### src/rtl/dcm_pkg.sv
package dcm_pkg;
  localparam logic [2:0] RA_CTRL       = 3'd0;
  localparam logic [2:0] RA_INV_ALL    = 3'd1;
  localparam logic [2:0] RA_WB_ALL     = 3'd2;
  localparam logic [2:0] RA_INV_LINE   = 3'd3;
  localparam logic [2:0] RA_WB_LINE    = 3'd4;
  localparam logic [2:0] RA_TAG        = 3'd5;

  typedef enum logic [1:0] {S_IDLE, S_WALK, S_LINE} eng_state_t;

  // capacity in bytes from the size configuration code
  function automatic int cache_bytes(input int size_code);
    return 512 << size_code;
  endfunction
endpackage

### src/rtl/dcm_regs.sv
module dcm_regs import dcm_pkg::*; #(
  parameter int ADDR_W    = 32,
  parameter int TAG_W     = 24,
  parameter int OFF_W     = 4,
  parameter int IDX_W     = 4,
  parameter bit SPLIT_TAG = 1'b1
) (
  input  logic             clk,
  input  logic             rst_n,
  input  logic             wr_fire,
  input  logic [2:0]       addr,
  input  logic [31:0]      wdata,
  input  logic             wb_status,
  output logic             ctrl_dis,
  output logic             inv_wb_mode,
  output logic [31:0]      rdata,
  output logic             cmd_go,
  output logic             cmd_whole,
  output logic             cmd_flush,
  output logic [IDX_W-1:0] cmd_idx,
  output logic [TAG_W-1:0] cmd_tag
);
  logic [TAG_W-1:0] ptag_q;

  always_ff @(posedge clk or negedge rst_n) begin
    if (!rst_n) begin
      ctrl_dis    <= 1'b1;
      inv_wb_mode <= 1'b0;
      ptag_q      <= '0;
    end else if (wr_fire) begin
      if (addr == RA_CTRL) begin
        ctrl_dis    <= wdata[0];
        inv_wb_mode <= wdata[1];
      end
      if (addr == RA_TAG) ptag_q <= wdata[TAG_W-1:0];
    end
  end

  always_comb begin
    rdata = '0;
    if (addr == RA_CTRL) rdata[2:0] = {wb_status, inv_wb_mode, ctrl_dis};
    else if (addr == RA_TAG) rdata = 32'(ptag_q);
  end

  logic is_whole, is_line;
  assign is_whole  = (addr == RA_INV_ALL) || (addr == RA_WB_ALL);
  assign is_line   = (addr == RA_INV_LINE) || (addr == RA_WB_LINE);
  assign cmd_go    = wr_fire && ((is_whole && wdata[0]) || is_line);
  assign cmd_whole = is_whole;
  assign cmd_flush = (addr == RA_WB_ALL) || (addr == RA_WB_LINE);
  assign cmd_idx   = wdata[OFF_W +: IDX_W];

  generate
    if (SPLIT_TAG) begin : g_split
      assign cmd_tag = ptag_q;
    end else begin : g_joint
      assign cmd_tag = wdata[ADDR_W-1 -: TAG_W];
    end
  endgenerate
endmodule

### src/rtl/dcm_match.sv
module dcm_match #(
  parameter int WAYS  = 2,
  parameter int TAG_W = 24,
  parameter int WAY_W = 1
) (
  input  logic [WAYS-1:0]       valid,
  input  logic [WAYS*TAG_W-1:0] tags,
  input  logic [TAG_W-1:0]      probe,
  output logic                  hit,
  output logic [WAY_W-1:0]      hit_way
);
  logic [WAYS-1:0] eq;

  generate
    for (genvar w = 0; w < WAYS; w++) begin : g_way
      assign eq[w] = valid[w] && (tags[w*TAG_W +: TAG_W] == probe);
    end
  endgenerate

  // lowest matching way wins
  always_comb begin
    hit     = |eq;
    hit_way = '0;
    for (int w = WAYS-1; w >= 0; w--) if (eq[w]) hit_way = WAY_W'(w);
  end
endmodule

### src/rtl/dcm_engine.sv
module dcm_engine import dcm_pkg::*; #(
  parameter int ADDR_W = 32,
  parameter int WAYS   = 2,
  parameter int SETS   = 16,
  parameter int TAG_W  = 24,
  parameter int IDX_W  = 4,
  parameter int OFF_W  = 4,
  parameter int WAY_W  = 1
) (
  input  logic                  clk,
  input  logic                  rst_n,
  input  logic                  cmd_go,
  input  logic                  cmd_whole,
  input  logic                  cmd_flush,
  input  logic [IDX_W-1:0]      cmd_idx,
  input  logic [TAG_W-1:0]      cmd_tag,
  input  logic                  inv_wb_mode,
  input  logic [WAYS-1:0]       arr_valid,
  input  logic [WAYS-1:0]       arr_dirty,
  input  logic [WAYS*TAG_W-1:0] arr_tag,
  input  logic                  mem_wr_ready,
  output logic [IDX_W-1:0]      arr_set,
  output logic                  upd_en,
  output logic [WAY_W-1:0]      upd_way,
  output logic                  upd_valid,
  output logic                  upd_dirty,
  output logic                  mem_wr_valid,
  output logic [ADDR_W-1:0]     mem_wr_addr,
  output logic                  busy,
  output logic                  wb_status,
  output logic                  op_flush,
  output logic                  op_wb,
  output logic                  line_miss
);
  eng_state_t       st_q;
  logic             op_flush_q, op_wb_q;
  logic [IDX_W-1:0] set_q;
  logic [WAY_W-1:0] way_q;
  logic [TAG_W-1:0] tag_q;
  logic             hit;
  logic [WAY_W-1:0] hit_way;

  function automatic logic [ADDR_W-1:0] line_base(input logic [TAG_W-1:0] t,
                                                  input logic [IDX_W-1:0] s);
    return {t, s, {OFF_W{1'b0}}};
  endfunction

  dcm_match #(.WAYS(WAYS), .TAG_W(TAG_W), .WAY_W(WAY_W)) u_match (
    .valid(arr_valid), .tags(arr_tag), .probe(tag_q), .hit(hit), .hit_way(hit_way));

  logic             in_line, sel_v, sel_d, need_wb, step_done, last;
  logic [WAY_W-1:0] sel_way;
  logic [TAG_W-1:0] sel_t;

  always_comb begin
    in_line   = (st_q == S_LINE);
    busy      = (st_q != S_IDLE);
    sel_way   = in_line ? hit_way : way_q;
    sel_v     = in_line ? hit : arr_valid[way_q];
    sel_d     = arr_dirty[sel_way];
    sel_t     = arr_tag[sel_way*TAG_W +: TAG_W];
    need_wb   = busy && sel_v && sel_d && op_wb_q;
    step_done = busy && (!need_wb || mem_wr_ready);
    last      = (set_q == IDX_W'(SETS-1)) && (way_q == WAY_W'(WAYS-1));
  end

  assign arr_set      = set_q;
  assign mem_wr_valid = need_wb;
  assign mem_wr_addr  = line_base(sel_t, set_q);
  assign upd_en       = step_done && sel_v && (!op_flush_q || need_wb);
  assign upd_way      = sel_way;
  assign upd_valid    = op_flush_q;
  assign upd_dirty    = 1'b0;
  assign wb_status    = busy && op_wb_q;
  assign op_flush     = op_flush_q;
  assign op_wb        = op_wb_q;
  assign line_miss    = in_line && !hit;

  always_ff @(posedge clk or negedge rst_n) begin
    if (!rst_n) begin
      st_q       <= S_IDLE;
      op_flush_q <= 1'b0;
      op_wb_q    <= 1'b0;
      set_q      <= '0;
      way_q      <= '0;
      tag_q      <= '0;
    end else begin
      unique case (st_q)
        S_IDLE: if (cmd_go) begin
          op_flush_q <= cmd_flush;
          op_wb_q    <= cmd_flush || inv_wb_mode;
          way_q      <= '0;
          if (cmd_whole) begin
            st_q  <= S_WALK;
            set_q <= '0;
          end else begin
            st_q  <= S_LINE;
            set_q <= cmd_idx;
            tag_q <= cmd_tag;
          end
        end
        S_WALK: if (step_done) begin
          if (last) st_q <= S_IDLE;
          else if (way_q == WAY_W'(WAYS-1)) begin
            way_q <= '0;
            set_q <= set_q + 1'b1;
          end else way_q <= way_q + 1'b1;
        end
        S_LINE: if (step_done) st_q <= S_IDLE;
        default: st_q <= S_IDLE;
      endcase
    end
  end
endmodule

### src/rtl/dcache_maint.sv
module dcache_maint import dcm_pkg::*; #(
  parameter int ADDR_W     = 32,
  parameter int LINE_BYTES = 16,
  parameter int WAYS       = 2,
  parameter int SIZE_CODE  = 0,
  parameter bit SPLIT_TAG  = 1'b1,
  localparam int SETS  = cache_bytes(SIZE_CODE) / (LINE_BYTES * WAYS),
  localparam int OFF_W = $clog2(LINE_BYTES),
  localparam int IDX_W = $clog2(SETS),
  localparam int TAG_W = ADDR_W - OFF_W - IDX_W,
  localparam int WAY_W = (WAYS > 1) ? $clog2(WAYS) : 1
) (
  input  logic                  clk,
  input  logic                  rst_n,
  input  logic                  reg_wr_en,
  input  logic [2:0]            reg_addr,
  input  logic [31:0]           reg_wdata,
  output logic                  reg_ready,
  output logic [31:0]           reg_rdata,
  output logic                  cache_en,
  output logic [IDX_W-1:0]      arr_set,
  input  logic [WAYS-1:0]       arr_valid,
  input  logic [WAYS-1:0]       arr_dirty,
  input  logic [WAYS*TAG_W-1:0] arr_tag,
  output logic                  upd_en,
  output logic [WAY_W-1:0]      upd_way,
  output logic                  upd_valid,
  output logic                  upd_dirty,
  output logic                  mem_wr_valid,
  output logic [ADDR_W-1:0]     mem_wr_addr,
  input  logic                  mem_wr_ready
);
  logic             eng_busy, eng_wb_status, eng_op_flush, eng_op_wb, eng_line_miss;
  logic             ctrl_dis, inv_wb_mode;
  logic             cmd_go, cmd_whole, cmd_flush;
  logic [IDX_W-1:0] cmd_idx;
  logic [TAG_W-1:0] cmd_tag;
  logic             wr_fire;

  assign reg_ready = !eng_busy;
  assign wr_fire   = reg_wr_en && reg_ready;
  assign cache_en  = !ctrl_dis;

  dcm_regs #(.ADDR_W(ADDR_W), .TAG_W(TAG_W), .OFF_W(OFF_W), .IDX_W(IDX_W),
             .SPLIT_TAG(SPLIT_TAG)) u_regs (
    .clk(clk), .rst_n(rst_n), .wr_fire(wr_fire), .addr(reg_addr), .wdata(reg_wdata),
    .wb_status(eng_wb_status), .ctrl_dis(ctrl_dis), .inv_wb_mode(inv_wb_mode),
    .rdata(reg_rdata), .cmd_go(cmd_go), .cmd_whole(cmd_whole), .cmd_flush(cmd_flush),
    .cmd_idx(cmd_idx), .cmd_tag(cmd_tag));

  dcm_engine #(.ADDR_W(ADDR_W), .WAYS(WAYS), .SETS(SETS), .TAG_W(TAG_W),
               .IDX_W(IDX_W), .OFF_W(OFF_W), .WAY_W(WAY_W)) u_eng (
    .clk(clk), .rst_n(rst_n), .cmd_go(cmd_go), .cmd_whole(cmd_whole),
    .cmd_flush(cmd_flush), .cmd_idx(cmd_idx), .cmd_tag(cmd_tag),
    .inv_wb_mode(inv_wb_mode), .arr_valid(arr_valid), .arr_dirty(arr_dirty),
    .arr_tag(arr_tag), .mem_wr_ready(mem_wr_ready), .arr_set(arr_set),
    .upd_en(upd_en), .upd_way(upd_way), .upd_valid(upd_valid), .upd_dirty(upd_dirty),
    .mem_wr_valid(mem_wr_valid), .mem_wr_addr(mem_wr_addr), .busy(eng_busy),
    .wb_status(eng_wb_status), .op_flush(eng_op_flush), .op_wb(eng_op_wb),
    .line_miss(eng_line_miss));
endmodule

### config.mk
export PLATFORM = sky130hd
export DESIGN_NAME = dcache_maint
export DESIGN_NICKNAME = d
export VERILOG_FILES = /design/src/rtl/dcm_pkg.sv /design/src/rtl/dcm_regs.sv /design/src/rtl/dcm_match.sv /design/src/rtl/dcm_engine.sv /design/src/rtl/dcache_maint.sv
export SDC_FILE = /design/constraint.sdc
export NUM_CORES = 1
export LEC_CHECK = 0
export BUFFER_PORTS_ARGS = -buffer_cell sky130_fd_sc_hd__buf_2
export CAP_MARGIN = 20
export CORE_AREA = 5 5 98 100
export DETAILED_ROUTE_END_ITERATION = 8
export DIE_AREA = 0 0 103 105
export PLACE_DENSITY_LB_ADDON = 0.3
export SLEW_MARGIN = 0
export SYNTH_ARGS = -nofsm -noshare
export SYNTH_HDL_FRONTEND = slang
export SYNTH_SLANG_ARGS = --single-unit
### constraint.sdc
create_clock -name clk -period 3.09 [get_ports clk]
set_input_delay 0.618 -clock clk [delete_from_list [all_inputs] [get_ports clk]]
set_output_delay 0.618 -clock clk [all_outputs]
set_load 0.1 [all_outputs]
==> run metrics, run 1 <==
Total Negative Setup Slacks=-4.61 ns; post-synthesis register bit count=59; maximum fanout count along the critical path=7; combined area of all synthesized cells=0.00384 mm2; Commonest cells post-synth=58 x sky130_fd_sc_hd__dfrtp_1, 55 x sky130_fd_sc_hd__mux2_2, 46 x sky130_fd_sc_hd__xnor2_1, 23 x sky130_fd_sc_hd__and2_1, 21 x sky130_fd_sc_hd__mux2_4; Placed Cells=593; vias in the first global route=3297; per-cell routed wire length=18.1 um; Worst Skew=0.0123 ns; area grow syn2layout=47.2%; dominant cells by area after synthesis=sky130_fd_sc_hd__dfrtp_1 38%, sky130_fd_sc_hd__mux2_2 16%, sky130_fd_sc_hd__xnor2_1 10%, sky130_fd_sc_hd__mux2_4 8.2%, sky130_fd_sc_hd__and2_1 3.7%; DRC errors left=0; clock slew at the register clock pins of the worst setup and hold paths=0.07 ns; average size of a mapped cell=11.4 um2; number of standard cells after synthesis=337; slew margin rel.=0.304; VDD IR max=0.000662 V; Reg-to-Reg Start=u_eng.st_q[1]; post-cts hold buffer count=0; share of Yosys cell area claimed by the top area cell type=0.377; number of violations of the max-capacitance limit=0; count of flip-flops with a built-in enable after synthesis=0; final-report setup violation count=24; number of antenna violations at the first check in global routing=1; Final Max Tran Viols=0; count of nets left with antenna violations after detail routing=0; unrepaired setup endpoints after global routing=true; Cell Pwr Density=1150 mW/mm2; die boundary width=103 um; clock insertion delay at the later pin of the skew report=0.33 ns; final critical path time including I/O delays and setup=3.30 ns; GRT Resource Usage Total=0.208; leak pwr=2.68 nW; Critical Path End Type=output port; share of post-route cells with drive strength above 1=0.569; type of the most critical hold path=primary input to asynchronous set/reset pin; initial cell density of the core=0.447; number of buffers on the longest clock path=2; wire length reported by the detailed router=11.3 mm; type of the setup path with the least slack=flop to output port; leading cell type by number of instances after synthesis=sky130_fd_sc_hd__dfrtp_1; Worst Setup Slack, final=-0.213 ns; Placed Instance Area=0.00521 mm2; # fillers=671; violated checks=setup timing; die height=105 um; register-to-register setup slack=0.43 ns; maximum number of pins on one net before global-route repair=48; Peak Freq=303 MHz; clk sinks=59; TritonCTS Buffers=9; non-filler cells in the finished layout=622; via count=3224; worst setup slack after placement=-0.232 ns; Row Count=34; Critical R2R Capture=u_eng.tag_q[16]; core box area=0.00859 mm2; first-pass GRT wire length=17.3 mm; count of different cell masters after synthesis=51; critical path endpoint=mem_wr_addr[13]; final clock period utilization by the worst path=1.07; number of vias per cell=5.18; total half-perimeter wirelength after legalization and detailed placement=8.64 mm; result of the run=finished, violations left; final hold violations=0; worst-case reg-to-reg path depth=6; iteration-0 DRC count of the detailed router=115; number of ports placed on the die boundary=166; full die area=0.0108 mm2; number of warnings reported in the yosys synthesis log=0; First-pass DRT Iterations=4; Root Buffer Master=sky130_fd_sc_hd__clkbuf_8; critical path launch point=u_eng.tag_q[9]; H-tree level count=3; top cell type by total area after synthesis=sky130_fd_sc_hd__dfrtp_1; post-synthesis sequential area ratio=0.384; Worst EP required=2.47 ns; post-route cell area=0.00566 mm2; asr flop ratio synth=1.00; CTS tree=built; count of nets after finishing=600; hold slack=0.160 ns; commonest register cell after synthesis=sky130_fd_sc_hd__dfrtp_1; final estimated routing congestion in global placement=0.856; type of element launching the critical path=flop; I/O Buffers=144; Arrival @ worst endpoint=2.68 ns; residual overflow from global routing=0; Least-Margin Pin Slew=1.04 ns
## cells in the final DEF, fill, tap and decap left out, types with 3 or more instances in the layout
cell type,netlist,routed
sky130_fd_sc_hd__nand4_1,13,13
sky130_fd_sc_hd__xnor2_2,0,7
sky130_fd_sc_hd__xor2_1,4,4
sky130_fd_sc_hd__mux2_4,21,26
sky130_fd_sc_hd__buf_2,3,110
sky130_fd_sc_hd__dfrtp_1,58,58
sky130_fd_sc_hd__mux2_2,55,50
sky130_fd_sc_hd__nand2_1,8,8
sky130_fd_sc_hd__clkbuf_8,0,10
sky130_fd_sc_hd__nor3_1,4,3
sky130_fd_sc_hd__nand3_1,6,6
sky130_fd_sc_hd__nand2b_1,3,3
sky130_fd_sc_hd__o21ai_0,5,4
sky130_fd_sc_hd__buf_12,2,37
sky130_fd_sc_hd__conb_1,1,13
sky130_fd_sc_hd__inv_1,7,7
sky130_fd_sc_hd__nor2b_1,3,3
sky130_fd_sc_hd__clkinvlp_4,0,4
sky130_fd_sc_hd__a21oi_1,5,5
sky130_fd_sc_hd__buf_6,0,3
sky130_fd_sc_hd__nor2_1,10,8
sky130_fd_sc_hd__buf_4,19,24
sky130_fd_sc_hd__and2_1,23,23
sky130_fd_sc_hd__xnor2_1,46,39
## through the flow
step | power, mW | utilization
2_1_floorplan | 4.49 | -
3_3_place_gp | 5.49 | 0.606
3_5_place_dp | 5.57 | 0.606
4_1_cts | 6.49 | 0.651
5_1_grt | 6.82 | 0.659
6_report | 6.54 | 0.659
## per-layer routing
layer  part of all wire  wire length, um  global-route usage
met5                  0                0                   0
met4              0.012              139              0.0555
met3              0.065              731              0.0453
met2               0.52             5850               0.356
met1               0.40             4560               0.261
## cell type report
type | count | area, um2 | area share
timing repair buffer | 176 | 1550 | 0.273
multi-input combinational | 254 | 2270 | 0.401
antenna | 1 | 2.50 | 0.000442
sequential | 59 | 1480 | 0.261
clock inverter | 6 | 65.1 | 0.0115
tap | 108 | 135 | 0.0239
inverter | 8 | 30.0 | 0.00531
clock buffer | 10 | 138 | 0.0243
## report_power, final
| part | switching [mW] | internal, mW | total (mW) |
|---|---|---|---|
| Clock | 0.315 | 0.392 | 0.707 |
| Sequential | 0.396 | 1.16 | 1.55 |
| Combinational | 2.58 | 1.69 | 4.27 |
## state kept, by name, summed over array words and instances (netlist names)
register            count
u_eng.tag_q            24
u_regs.cmd_tag         24
u_eng.arr_set           4
u_eng.st_q              2
u_eng.op_flush          1
u_eng.op_wb             1
u_eng.way_q             1
u_regs.ctrl_dis         1
u_regs.inv_wb_mode      1
## kinds of logic (layout without fill, tap and decap cells)
| group | after synthesis | in the layout | share of synthesized area |
|---|---|---|---|
| fa+ha+maj | 2 | 2 | 0.00586 |
| mux | 78 | 78 | 0.249 |
| other cells | 1 | 14 | 0.000975 |
| flops | 59 | 59 | 0.384 |
| simple gates | 83 | 83 | 0.127 |
| buf+inv | 36 | 200 | 0.0631 |
| compound gates | 28 | 28 | 0.0563 |
| xor+xnor | 50 | 50 | 0.114 |
## worst min-delay path by stage
stage | from | endpoint | slack (ns)
after floorplan | rst_n | u_eng.arr_set[0] | 0.32
after global placement | u_eng.op_wb | u_eng.op_wb | 0.49
after detailed placement | rst_n | u_regs.cmd_tag[15] | 0.51
after CTS | rst_n | u_regs.cmd_tag[15] | 0.15
after global routing | rst_n | u_regs.cmd_tag[15] | 0.16
final | rst_n | u_regs.cmd_tag[15] | 0.16
## worst max-delay path: stages (launching register included)
cell and delay, ns:
sky130_fd_sc_hd__dfrtp_1 0.41, sky130_fd_sc_hd__xnor2_2 0.22, sky130_fd_sc_hd__nand4_1 0.13, sky130_fd_sc_hd__nor4_2 0.31, sky130_fd_sc_hd__and3_1 0.24, sky130_fd_sc_hd__nand2_2 0.08
sky130_fd_sc_hd__a21oi_4 0.17, sky130_fd_sc_hd__buf_12 0.15, sky130_fd_sc_hd__buf_8 0.14, sky130_fd_sc_hd__mux2_4 0.33, sky130_fd_sc_hd__buf_12 0.17
## repair_timing
| item | in CTS | in global routing |
|---|---|---|
| endpoints found under the setup margin | 26 | 27 |
| pin swaps | 7 | 14 |
| resized for setup | 15 | 10 |
| gates cloned | 1 | 1 |
| buffers inserted | 10 | 3 |
Power figures use the tool's default switching activity.
==> run 2, diff against run 1 <==
--- a/config.mk
+++ b/config.mk
@@ -10,7 +10,7 @@
 export CORE_AREA = 5 5 98 100
 export DETAILED_ROUTE_END_ITERATION = 8
 export DIE_AREA = 0 0 103 105
-export PLACE_DENSITY_LB_ADDON = 0.3
+export PLACE_DENSITY_LB_ADDON = 0.08
 export SLEW_MARGIN = 0
 export SYNTH_ARGS = -nofsm -noshare
 export SYNTH_HDL_FRONTEND = slang
==> run metrics, run 2 (synthesized netlist as in run 1, its figures left out) <==
count of nets left with antenna violations after detail routing=0 (unchanged); area grow syn2layout=44.7% (was 47.2%); met2 track utilization from global routing=0.335 (was 0.356); maximum fanout count along the critical path=9 (was 7); worst-case reg-to-reg path depth=10 (was 6); final-report setup violation count=24 (unchanged); total half-perimeter wirelength after legalization and detailed placement=8.65 mm (was 8.64 mm); maximum number of pins on one net before global-route repair=60 (was 48); die boundary width=103 um (unchanged); sequence of cells on the critical path=xnor2_2, nand4_1, nor4_2, and3_1, nand2_2, a21oi_4, buf_12, buf_12, mux2_4, buf_12 (was xnor2_2, nand4_1, nor4_2, and3_1, nand2_2, a21oi_4, buf_12, buf_8, mux2_4, buf_12); register-to-register setup slack=0.68 ns (was 0.43 ns); non-filler cells in the finished layout=616 (was 622); slew margin rel.=0.492 (was 0.304); core box area=0.00859 mm2 (unchanged); Worst Setup Slack, final=-0.211 ns (was -0.213 ns); number of vias per cell=5.08 (was 5.18); DRC errors left=0 (unchanged); leak pwr=2.62 nW (was 2.68 nW); type of the setup path with the least slack=flop to output port (unchanged); met1 track demand over resource in global routing=0.265 (was 0.261); die height=105 um (unchanged); most frequent cells in the layout=110 x sky130_fd_sc_hd__buf_2, 58 x sky130_fd_sc_hd__dfrtp_1, 50 x sky130_fd_sc_hd__mux2_2, 40 x sky130_fd_sc_hd__xnor2_1, 36 x sky130_fd_sc_hd__buf_12 (was 110 x sky130_fd_sc_hd__buf_2, 58 x sky130_fd_sc_hd__dfrtp_1, 50 x sky130_fd_sc_hd__mux2_2, 39 x sky130_fd_sc_hd__xnor2_1, 37 x sky130_fd_sc_hd__buf_12); First-pass DRT Iterations=4 (unchanged); result of the run=finished, violations left (unchanged); Least-Margin Pin Slew=0.762 ns (was 1.04 ns); first-pass GRT wire length=17.1 mm (was 17.3 mm); crit-path max cell delay=0.41 ns (about the same); Worst EP required=2.47 ns (about the same); most common cell after layout, fill and taps aside=sky130_fd_sc_hd__buf_2 (unchanged); area used by multi-input combinational logic=0.00225 mm2 (was 0.00227 mm2); GRT Resource Usage Total=0.207 (was 0.208); VDD IR max=0.000787 V (was 0.000662 V); sequential share of power=0.242 (was 0.238); initial cell density of the core=0.447 (unchanged); vias in the first global route=3318 (was 3297); share of post-route cells with drive strength above 1=0.565 (was 0.569); CTS tree=built (unchanged); count of nets after finishing=595 (was 600); number of diodes=0 (was 1); number of ports placed on the die boundary=166 (unchanged); internal power component=3.12 mW (was 3.24 mW); iteration-0 DRC count of the detailed router=89 (was 115); per-cell routed wire length=18.1 um (about the same); number of violations of the max-capacitance limit=0 (unchanged); Total Negative Setup Slacks=-4.41 ns (was -4.61 ns); Root Buffer Master=sky130_fd_sc_hd__clkbuf_8 (unchanged); I/O Buffers=144 (unchanged); Final Max Tran Viols=0 (unchanged); type of the most critical hold path=primary input to asynchronous set/reset pin (unchanged); via count=3130 (was 3224); unrepaired setup endpoints after global routing=true (unchanged); Logic pwr share=0.657 (was 0.654); Critical R2R Capture=u_eng.arr_set[0] (was u_eng.tag_q[16]); final hold violations=0 (unchanged); Row Count=34 (unchanged); worst setup slack after placement=-0.250 ns (was -0.232 ns); clock insertion delay at the later pin of the skew report=0.34 ns (was 0.33 ns); Sw Share=0.513 (was 0.504); clk sinks=59 (unchanged); most frequent CP cell=sky130_fd_sc_hd__buf_12 (unchanged); Cell Pwr Density=1150 mW/mm2 (about the same); residual overflow from global routing=0 (unchanged); final estimated routing congestion in global placement=0.819 (was 0.856); clock slew at the register clock pins of the worst setup and hold paths=0.07 ns (about the same); violated checks=setup timing (unchanged); Reg-to-Reg Start=u_eng.tag_q[6] (was u_eng.st_q[1]); global route hottest layer=met2 (unchanged); wire length reported by the detailed router=11.1 mm (was 11.3 mm); final critical path time including I/O delays and setup=3.30 ns (about the same); # fillers=672 (was 671); proportion of power drawn by the clock network=0.101 (was 0.108); number of buffers on the longest clock path=2 (unchanged); switching power=3.28 mW (was 3.29 mW); full die area=0.0108 mm2 (unchanged); Worst Skew=0.00944 ns (was 0.0123 ns); TritonCTS Buffers=9 (unchanged); FF/Latch Area=0.00148 mm2 (unchanged); slowest cell on the critical path=sky130_fd_sc_hd__dfrtp_1 (unchanged); type of element launching the critical path=flop (unchanged); final clock period utilization by the worst path=1.07 (about the same); H-tree level count=3 (unchanged); number of antenna violations at the first check in global routing=0 (was 1); hold slack=0.426 ns (was 0.160 ns); Arrival @ worst endpoint=2.68 ns (about the same); Critical Path End Type=output port (unchanged); Peak Freq=303 MHz (about the same); Placed Cells=592 (was 593); met3 Use GR=0.0600 (was 0.0453); post-cts hold buffer count=0 (unchanged)
==> run 2: what timing repair did <==
item,CTS,global route
endpoints found under the hold margin,0,0
resized for setup,10,12
gates cloned,1,0
setup endpoints to repair,26,26
buffers inserted,4,4
pin swaps,7,5
==> run 2: critical path: cells and delay by family, from the launching register on <==
family	cells	cell delay [ns]
multiplexers	1	0.32
flip-flops	1	0.41
AND/OR/NAND/NOR	4	0.80
buffers and inverters	3	0.45
AO/OA/AOI/OAI	1	0.16
XOR/XNOR	1	0.19
==> run 2: worst max-delay path by stage <==
| stage | startpoint | end | slack, ns | cells after the start |
|---|---|---|---|---|
| after global routing | u_eng.tag_q[21] | mem_wr_addr[15] | -0.29 | 10 |
| after floorplan | arr_tag[2] | upd_en | 0.02 | 7 |
| final | u_eng.tag_q[6] | mem_wr_addr[15] | -0.21 | 10 |
| after detailed placement | arr_tag[30] | mem_wr_addr[22] | -0.25 | 10 |
| after CTS | u_eng.tag_q[6] | mem_wr_addr[15] | -0.22 | 10 |
| after global placement | arr_tag[30] | mem_wr_addr[23] | -0.24 | 10 |
==> run 2: per-layer routing <==
| metal | part of all wire | vias up |
|---|---|---|
| li1 | - | 1488 |
| met1 | 0.43 | 1508 |
| met3 | 0.078 | 13 |
| met5 | 0 | - |
| met2 | 0.48 | 121 |
| met4 | 0.012 | 0 |
==> run 2: area by class of cell <==
type | count | area share
Sequential cell | 59 | 0.266
Multi-Input combinational cell | 254 | 0.405
Inverter | 8 | 0.00540
Timing Repair Buffer | 171 | 0.267
Tap cell | 108 | 0.0243
Clock inverter | 5 | 0.00697
Clock buffer | 11 | 0.0254
==> run 2: through the flow <==
stage,util,total power [mW],instance area (um2)
6_report,0.647,6.40,5560
5_1_grt,0.647,6.67,5560
4_1_cts,0.639,6.37,5490
2_1_floorplan,-,4.49,3890
3_5_place_dp,0.605,5.55,5200
3_3_place_gp,0.605,5.49,5200
==> run 2: power by group through the flow <==
stage	clock network, mW	registers [mW]	logic [mW]
after floorplan	0	1.66	2.83
after global placement	0	1.54	3.95
after detailed placement	0	1.56	3.99
after CTS	0.658	1.55	4.17
after global routing	0.686	1.61	4.38
final	0.645	1.55	4.21
